<file path="config.mk">
export PLATFORM = sky130hd
export DESIGN_NAME = busrec_seq
export DESIGN_NICKNAME = d
export VERILOG_FILES = /design/src/rtl/busrec_pkg.sv /design/src/rtl/busrec_gap_timer.sv /design/src/rtl/busrec_pass_counter.sv /design/src/rtl/busrec_seq.sv
export SDC_FILE = /design/constraint.sdc
export NUM_CORES = 1
export LEC_CHECK = 0
export ABC_AREA = 1
export BUFFER_PORTS_ARGS = -buffer_cell sky130_fd_sc_hd__buf_2
export CAP_MARGIN = 5
export CORE_ASPECT_RATIO = 0.7
export CORE_MARGIN = 3
export CORE_UTILIZATION = 45
export DETAILED_ROUTE_END_ITERATION = 8
export PLACE_DENSITY_LB_ADDON = 0.25
export SLEW_MARGIN = 20
export SYNTH_ARGS = -nofsm -noshare
export SYNTH_HDL_FRONTEND = slang
export SYNTH_SLANG_ARGS = --single-unit
export TNS_END_PERCENT = 30
</file>
<file path="constraint.sdc">
create_clock -name clk -period 2 [get_ports clk]
set_clock_uncertainty 0.2 [all_clocks]
set_input_delay 0 -clock clk [delete_from_list [all_inputs] [get_ports clk]]
set_output_delay 0 -clock clk [all_outputs]
set_load 0.02 [all_outputs]
</file>
<file path="src/rtl/busrec_pkg.sv">
package busrec_pkg;

  typedef enum logic [1:0] {
    ST_IDLE   = 2'd0,
    ST_ACCESS = 2'd1,
    ST_GAP    = 2'd2
  } seq_state_t;

  localparam int STEPS_PER_PASS = 5;
  localparam int STEP_W         = 3;

  localparam logic [2:0] STEP_MST_OFF = 3'd0;
  localparam logic [2:0] STEP_MST_ON  = 3'd1;
  localparam logic [2:0] STEP_DUMMY   = 3'd2;
  localparam logic [2:0] STEP_SLV_ON  = 3'd3;
  localparam logic [2:0] STEP_POLL    = 3'd4;

  // Control byte written at a given step (zero for read steps)
  function automatic logic [7:0] step_ctrl_byte(input logic [2:0] step);
    case (step)
      STEP_MST_OFF: step_ctrl_byte = 8'h20;
      STEP_MST_ON:  step_ctrl_byte = 8'hA0;
      STEP_SLV_ON:  step_ctrl_byte = 8'h80;
      default:      step_ctrl_byte = 8'h00;
    endcase
  endfunction

  function automatic logic step_is_write(input logic [2:0] step);
    step_is_write = (step != STEP_DUMMY) && (step != STEP_POLL);
  endfunction

  function automatic logic step_is_last(input logic [2:0] step);
    step_is_last = (step == STEP_POLL);
  endfunction

endpackage

</file>
<file path="src/rtl/busrec_gap_timer.sv">
module busrec_gap_timer #(
  parameter int GAP_W = 8
) (
  input  logic             clk,
  input  logic             rst_n,
  input  logic             load,
  input  logic [GAP_W-1:0] load_val,
  output logic             gap_end
);
  logic [GAP_W-1:0] remain_q;

  always_ff @(posedge clk) begin
    if (!rst_n)                remain_q <= '0;
    else if (load)             remain_q <= load_val;
    else if (remain_q != '0)   remain_q <= remain_q - 1'b1;
  end

  // Last idle clock of a loaded gap
  assign gap_end = (remain_q == GAP_W'(1));
endmodule

</file>
<file path="src/rtl/busrec_pass_counter.sv">
module busrec_pass_counter #(
  parameter int MAX_PASS = 9,
  parameter int PASS_W   = $clog2(MAX_PASS + 1)
) (
  input  logic              clk,
  input  logic              rst_n,
  input  logic              first,
  input  logic              advance,
  output logic [PASS_W-1:0] pass_num,
  output logic              at_limit
);
  logic [PASS_W-1:0] num_q;

  always_ff @(posedge clk) begin
    if (!rst_n)       num_q <= '0;
    else if (first)   num_q <= PASS_W'(1);
    else if (advance) num_q <= num_q + 1'b1;
  end

  assign pass_num = num_q;
  assign at_limit = (num_q >= PASS_W'(MAX_PASS));
endmodule

</file>
<file path="src/rtl/busrec_seq.sv">
module busrec_seq
  import busrec_pkg::*;
#(
  parameter int              ADDR_W    = 8,
  parameter int              DATA_W    = 8,
  parameter logic [7:0]      CTRL_ADDR = 8'h00,
  parameter logic [7:0]      STAT_ADDR = 8'h04,
  parameter logic [7:0]      DATA_ADDR = 8'h08,
  parameter int              BUSY_BIT  = 5,
  parameter int              MAX_PASS  = 9,
  parameter int              GAP_W     = 8
) (
  input  logic              clk,
  input  logic              rst_n,
  input  logic              start_i,
  input  logic [GAP_W-1:0]  gap_cycles_i,
  output logic              reg_valid_o,
  output logic              reg_write_o,
  output logic [ADDR_W-1:0] reg_addr_o,
  output logic [DATA_W-1:0] reg_wdata_o,
  input  logic              reg_ready_i,
  input  logic [DATA_W-1:0] reg_rdata_i,
  output logic              busy_o,
  output logic              done_o,
  output logic              ok_o,
  output logic              fail_o
);
  localparam int PASS_W = $clog2(MAX_PASS + 1);

  seq_state_t        state_q;
  logic [STEP_W-1:0] step_q;
  logic              done_q, ok_q, fail_q;

  // Named internal events
  logic              launch;
  logic              acc_fire;
  logic              stat_fire;
  logic              bus_still_busy;
  logic              gap_end;
  logic              need_gap;
  logic              retry;
  logic              finish;
  logic [PASS_W-1:0] pass_cnt;
  logic              pass_limit;

  assign launch         = (state_q == ST_IDLE) && start_i;
  assign acc_fire       = (state_q == ST_ACCESS) && reg_ready_i;
  assign stat_fire      = acc_fire && step_is_last(step_q);
  assign bus_still_busy = reg_rdata_i[BUSY_BIT];
  assign finish         = stat_fire && (!bus_still_busy || pass_limit);
  assign retry          = stat_fire && bus_still_busy && !pass_limit;
  assign need_gap       = (gap_cycles_i != '0);

  busrec_gap_timer #(.GAP_W(GAP_W)) u_gap (
    .clk      (clk),
    .rst_n    (rst_n),
    .load     (acc_fire && !finish),
    .load_val (gap_cycles_i),
    .gap_end  (gap_end)
  );

  busrec_pass_counter #(.MAX_PASS(MAX_PASS), .PASS_W(PASS_W)) u_pass (
    .clk      (clk),
    .rst_n    (rst_n),
    .first    (launch),
    .advance  (retry),
    .pass_num (pass_cnt),
    .at_limit (pass_limit)
  );

  always_ff @(posedge clk) begin
    if (!rst_n) begin
      state_q <= ST_IDLE;
      step_q  <= '0;
      done_q  <= 1'b0;
      ok_q    <= 1'b0;
      fail_q  <= 1'b0;
    end else begin
      done_q <= 1'b0;
      case (state_q)
        ST_IDLE: begin
          if (launch) begin
            state_q <= ST_ACCESS;
            step_q  <= STEP_MST_OFF;
            ok_q    <= 1'b0;
            fail_q  <= 1'b0;
          end
        end
        ST_ACCESS: begin
          if (finish) begin
            state_q <= ST_IDLE;
            done_q  <= 1'b1;
            ok_q    <= !bus_still_busy;
            fail_q  <= bus_still_busy;
          end else if (acc_fire) begin
            step_q  <= retry ? STEP_MST_OFF : step_q + 1'b1;
            state_q <= need_gap ? ST_GAP : ST_ACCESS;
          end
        end
        ST_GAP: begin
          if (gap_end) state_q <= ST_ACCESS;
        end
        default: state_q <= ST_IDLE;
      endcase
    end
  end

  always_comb begin
    reg_valid_o = (state_q == ST_ACCESS);
    reg_write_o = reg_valid_o && step_is_write(step_q);
    reg_wdata_o = reg_write_o ? DATA_W'(step_ctrl_byte(step_q)) : '0;
    if (!reg_valid_o)               reg_addr_o = '0;
    else if (step_q == STEP_DUMMY)  reg_addr_o = ADDR_W'(DATA_ADDR);
    else if (step_q == STEP_POLL)   reg_addr_o = ADDR_W'(STAT_ADDR);
    else                            reg_addr_o = ADDR_W'(CTRL_ADDR);
  end

  assign busy_o = (state_q != ST_IDLE);
  assign done_o = done_q;
  assign ok_o   = ok_q;
  assign fail_o = fail_q;
endmodule

</file>
# [Yosys cells after proc, flatten, opt, wreduce, memory -nomap -nowiden]
# Index checks and enable logic that the tools add are counted.
[word_totals] regBits=20 latchBits=0 mem_bits_rw=0 mem_bits_ro=0 inputBits=20 out_inout_bits=22 n_memories=0
[classes] add_sub_neg=3 multipliers=0 n_div=0 order_cmp=1 eq_ne=15 shifts=0 n_mux=26 n_bitwise=1 reduce_logical=26
[op_table] operator="two-way mux 8 bit" n=3
[op_table] operator="case mux 8 bit (3 select lines)" n=1
[op_table] operator="nonzero test 8 bit" n=2
[op_table] operator="two-way mux 3 bit" n=5
[op_table] operator="two-way mux 2 bit" n=5
[op_table] operator="logical AND 1 bit" n=9
[op_table] operator="equality test 8 x 1 -> 1 bit, second input constant" n=1
[op_table] operator="two-way mux 4 bit" n=2
[op_table] operator="nonzero test 2 bit" n=4
[op_table] operator="subtractor 8 x 1 -> 8 bit, second input constant" n=1
[op_table] operator="equality test 3 x 2 -> 1 bit, second input constant" n=2
[op_table] operator="two-way mux 1 bit" n=6
[op_table] operator="!= test 2 bit, second input constant" n=3
[op_table] operator="case mux 2 bit (3 select lines)" n=1
[op_table] operator="case mux 3 bit (2 select lines)" n=1
[op_table] operator="AND reduction 3 bit" n=2
[op_table] operator="adder 4 x 1 -> 4 bit, second input constant" n=1
[op_table] operator="greater-or-equal comparator 4 bit, second input constant" n=1
[op_table] operator="!= test 2 x 1 -> 1 bit, second input constant" n=2
[op_table] operator="case mux 1 bit (2 select lines)" n=2
[op_table] operator="AND reduction 4 bit" n=1
[op_table] operator="adder 3 x 1 -> 3 bit, second input constant" n=1
[op_table] operator="equality test 3 x 1 -> 1 bit, second input constant" n=1
[op_table] operator="equality test 3 bit, second input constant" n=1
[op_table] operator="12 further kinds" n=14

# [Longest topological paths before layout]
[logic_depth] depth_word=9 mapped_depth=13 ltp_nobuf=12

# [By module]
# A second synthesis with hierarchy kept.
[hier_totals] hier_cells=228 area_unflattened_um2=1445.1
[modules_own_cells] mod="busrec_seq" instances=1 cells_per_inst=110 area_per_inst_um2=675.6
[modules_own_cells] mod="busrec_gap_timer" instances=1 cells_per_inst=88 area_per_inst_um2=550.5
[modules_own_cells] mod="busrec_pass_counter" instances=1 cells_per_inst=30 area_per_inst_um2=219.0

# [Worst setup path before layout]
# Ideal clock, no wire load.
[synth_timing] path_kind="register -> register" from="register step_q[0]" to="register step_q[0]" t_arrival_ns=1.368 slack_ns=0.317 stages_incl_launch_ff=11 path_cell_list="dfxtp_1 inv_1 ha_1 nand2_2 nor3_4 nand2_2 nand2_4 buf_8 nand2_1 o21ai_1 nor2_1"
[synth_between] elab_chain_len=8
[synth_rtl] element="start: declaration" line_no="busrec_seq.sv:31" rtl="logic [STEP_W-1:0] step_q;"
[synth_rtl] element="start signal: assignment" line_no="busrec_seq.sv:96" rtl="step_q <= retry ? STEP_MST_OFF : step_q + 1'b1;"
[synth_rtl] element="branches (longest 8 deep; another with adder 3 x 1 -> 3 bit)"
# Parallel ways; which one is timed is not known. The select of a mux whose other input is x is not followed.
# A chain may end at the register's enable or synchronous reset.

# [Worst setup path after layout]
[layout_timing] from="register u_pass.num_q[1] (netlist: u_pass.pass_num[1])" to="register step_q[1]"
[layout_between] elab_chain_len=7
[layout_rtl] element="start: declaration" line_no="busrec_pass_counter.sv:12" rtl="logic [PASS_W-1:0] num_q;"
[layout_rtl] element="start signal: assignment" line_no="busrec_pass_counter.sv:17" rtl="else if (advance) num_q <= num_q + 1'b1;"
[layout_rtl] element="greater-or-equal comparator 4 bit *" line_no="busrec_pass_counter.sv:21" rtl="assign at_limit = (num_q >= PASS_W'(MAX_PASS));"
[layout_rtl] element="zero test 1 bit" line_no="busrec_seq.sv:51" rtl="assign retry = stat_fire && bus_still_busy && !pass_limit;"
[layout_rtl] element="logical AND 1 bit" line_no="busrec_seq.sv:51"
[layout_rtl] element="two-way mux 3 bit" line_no="busrec_seq.sv:96"
[layout_rtl] element="two-way mux 3 bit" line_no="busrec_seq.sv:95" rtl="end else if (acc_fire) begin"
[layout_rtl] element="two-way mux 3 bit" line_no="busrec_seq.sv:90" rtl="if (finish) begin"
[layout_rtl] element="case mux 3 bit (2 select lines)" line_no="busrec_seq.sv:80" rtl="case (state_q)"
# Mark *: on every way between the ends. The rest lies on a longest branch, timed or not. The select of a mux whose other input is x is not followed.

==> metrics.cfg <==
[sta]
slew_viol_final = 0
setup_viol_count_final = 0
max_clock_freq_ghz = 0.5446
number_of_failing_hold_endpoints_at_the_final_stage = 0
period_minus_slack_ps = 1836
final.period_utilization = 0.9181
setup_total_neg_slack_ps = 0

[setup_path]
setup.worst_path.start = u_pass.pass_num[1]$_SDFFE_PP0P_
critical_path_sink_type = flop
reg2reg_from = u_pass.pass_num[1]$_SDFFE_PP0P_
reg2reg_setup_slack_ps = 160
cells_on_worst_reg2reg_path = 11
worstPathMaxFanout = 8
critPathCapture = step_q[1]$_SDFFE_PN0P_
required_ps = 1960
timing.rr.end = step_q[1]$_SDFFE_PN0P_
cp-start-kind = flop
worst_ep_arrival_time_ps = 1790
path_class = reg2reg

[floorplanning]
fp-row-count = 16
initial_utilization = 0.4825
io-pin-count = 42
die_wd_um = 72.22
fp.dieH_um = 52.36
dieArea_um2 = 3781
core_um2 = 2863

[logic_synthesis]
syn_area_um2 = 1381
ys_seq_elements = 20
synth.top_cell.area_share = 0.2899
fraction_of_the_yosys_area_taken_by_sequential_cells = 0.2899
synth.area.top_cells = sky130_fd_sc_hd__dfxtp_1 (29%), sky130_fd_sc_hd__ha_1 (9.1%), sky130_fd_sc_hd__nand3_1 (7.2%)
avgSynthCellArea_um2 = 7.048
synthesis.instances = 196
yosysTopAreaCell = sky130_fd_sc_hd__dfxtp_1
synth.distinct_cells = 26
synth-warning-count = 0

[pwr]
power.leakage_nw = 0.8154
power.density_cell_area_nw_per_um2 = 1225
max-vdd-ir-drop_v = 0.0006482

[finish]
num-nets-final = 263
n_fill_cell = 284
layout.cells.most_common_list = sky130_fd_sc_hd__nand2_1 (26), sky130_fd_sc_hd__inv_1 (25), sky130_fd_sc_hd__nor2_1 (25)
area_growth_pct = 19.56
antenna_cells_inserted = 0
layout.cells.most_common = sky130_fd_sc_hd__nand2_1
post_route_cells_drive_above_1_share = 0.1818
final_util = 0.5769

[grt]
grt.overflow.total = 0
via_count_of_the_first_global_routing_pass = 1077
antenna_violations_before_repair = 0
grt_first_pass_wirelength_mm = 4.830
grt_max_degree = 13
gr-usage-all-layers = 0.1647

[clocking]
cts_inserted_buffers = 3
cts.repair_timing.setup_buffer_count = 0
cts_root_buf = sky130_fd_sc_hd__clkbuf_8
clock_insertion_delay_worst_skew_ps = 260
h-tree-depth = 1
cts_buffer_depth = 2
cts.sinks = 20
tritoncts = done
clk_transition_reported_paths_ps = 70

[route]
detail_route.vias_per_cell = 4.629
drc = 0
detail_route.first_pass.iterations = 4
total_wirelength_of_the_detailed_routed_design_mm = 2.913
ant_nets = 0
drt_iter0_drc = 75
vias = 1236
post_drt_wl_per_cell_um = 10.91

[run_status]
status = completed

[placement]
place.gp.congestion = 0.8276
port-buffer-count = 22
final_hpwl_from_detailed_placement_mm = 2.223

[run]
max_cap_viol_count = 0

[hold_path]
min-delay-path-class = reg2reg

[logic make-up (layout without fill, tap and decap cells)]
logic type	after synthesis	after routing	share of synthesized area
and+or+nand+nor	88	88	0.3098
xor gates and xnor gates	7	7	0.04438
adders and majority gates	10	10	0.09058
buffers and inverters	42	66	0.1576
DFF	20	20	0.2899
AOI/OAI and AO/OA	28	28	0.1051
other	1	12	0.002715
[per-layer routing]
metal | up-vias | GRT usage | wire (um)
met5 | - | 0 | 0
met4 | 0 | 0.02813 | 12
met3 | 2 | 0.04789 | 216
met2 | 40 | 0.2190 | 996
met1 | 520 | 0.2561 | 1687
li1 | 674 | - | -
[through the flow]
step	std cells	hold slack (ps)	worst slack [ps]	total power, mW	cell area, um2
floorplan	207	-79.57	316.8	1.532	1423
global placement	252	86.60	187.2	1.736	1476
detailed placement	252	92.61	175.7	1.739	1476
CTS	267	261.3	167.3	2.026	1638
global route	267	285.4	-2.729	2.234	1652
finish	267	255.6	163.8	2.022	1652
[synthesized netlist by cell type (all sizes together)]
cell and n:
o211ai 1, nand2 32, conb 1, nor2 28, nor3 4, nand3 21, xnor2 1, buf 14
a21oi 18, o21ai 8, a211oi 1, clkbuf 1, nand4 3, ha 10, dfxtp 20, xor2 6
inv 27
[worst min path at each step]
stage	to	from	slack, ps	depth (start not counted)
floorplan	step_q[2]$_SDFFE_PN0P_	rst_n	-80	2
global placement	u_gap.remain_q[4]$_SDFFE_PN0P_	gap_cycles_i[4]	90	3
detailed placement	u_gap.remain_q[4]$_SDFFE_PN0P_	gap_cycles_i[4]	90	3
CTS	u_pass.pass_num[3]$_SDFFE_PP0P_	u_pass.pass_num[3]$_SDFFE_PP0P_	260	2
global route	u_pass.pass_num[3]$_SDFFE_PP0P_	u_pass.pass_num[3]$_SDFFE_PP0P_	290	2
finish	u_pass.pass_num[3]$_SDFFE_PP0P_	u_pass.pass_num[3]$_SDFFE_PP0P_	260	2
[where the power goes]
part	switching, mW	internal (mW)
clock	0.129	0.134
combinational	0.707	0.435
sequential	0.0998	0.518
[flip-flops by register name (all words and copies together), names as in the netlist]
signal,cells
done_o,1
fail_o,1
ok_o,1
state_q,2
step_q,3
u_gap.remain_q,8
u_pass.pass_num,4
[layout make-up]
class | instances | area (um2) | share of cell area
Timing Repair Buffer | 36 | 245.2 | 0.1485
Multi-Input combinational cell | 145 | 818.3 | 0.4955
Inverter | 27 | 101.3 | 0.06136
Clock buffer | 3 | 41.29 | 0.02500
Sequential cell | 20 | 400.4 | 0.2424
Tap cell | 36 | 45.04 | 0.02727
[timing repair]
action                                  CTS  global route
endpoints found under the setup margin    0             1
endpoints found under the hold margin    18             0
resized for setup                         0             3
hold buffers                             12             0
[critical path: stages, from the launching register on]
cell and delay (ps):
sky130_fd_sc_hd__dfxtp_1 360, sky130_fd_sc_hd__inv_1 80, sky130_fd_sc_hd__ha_1 180, sky130_fd_sc_hd__inv_1 50
sky130_fd_sc_hd__nand3_1 70, sky130_fd_sc_hd__nand2_1 90, sky130_fd_sc_hd__nand2_1 110, sky130_fd_sc_hd__nand2_4 130
sky130_fd_sc_hd__buf_4 170, sky130_fd_sc_hd__nand3_2 90, sky130_fd_sc_hd__a21oi_1 140, sky130_fd_sc_hd__nor2_1 60
Note: power is estimated with default switching activity, not from simulation.
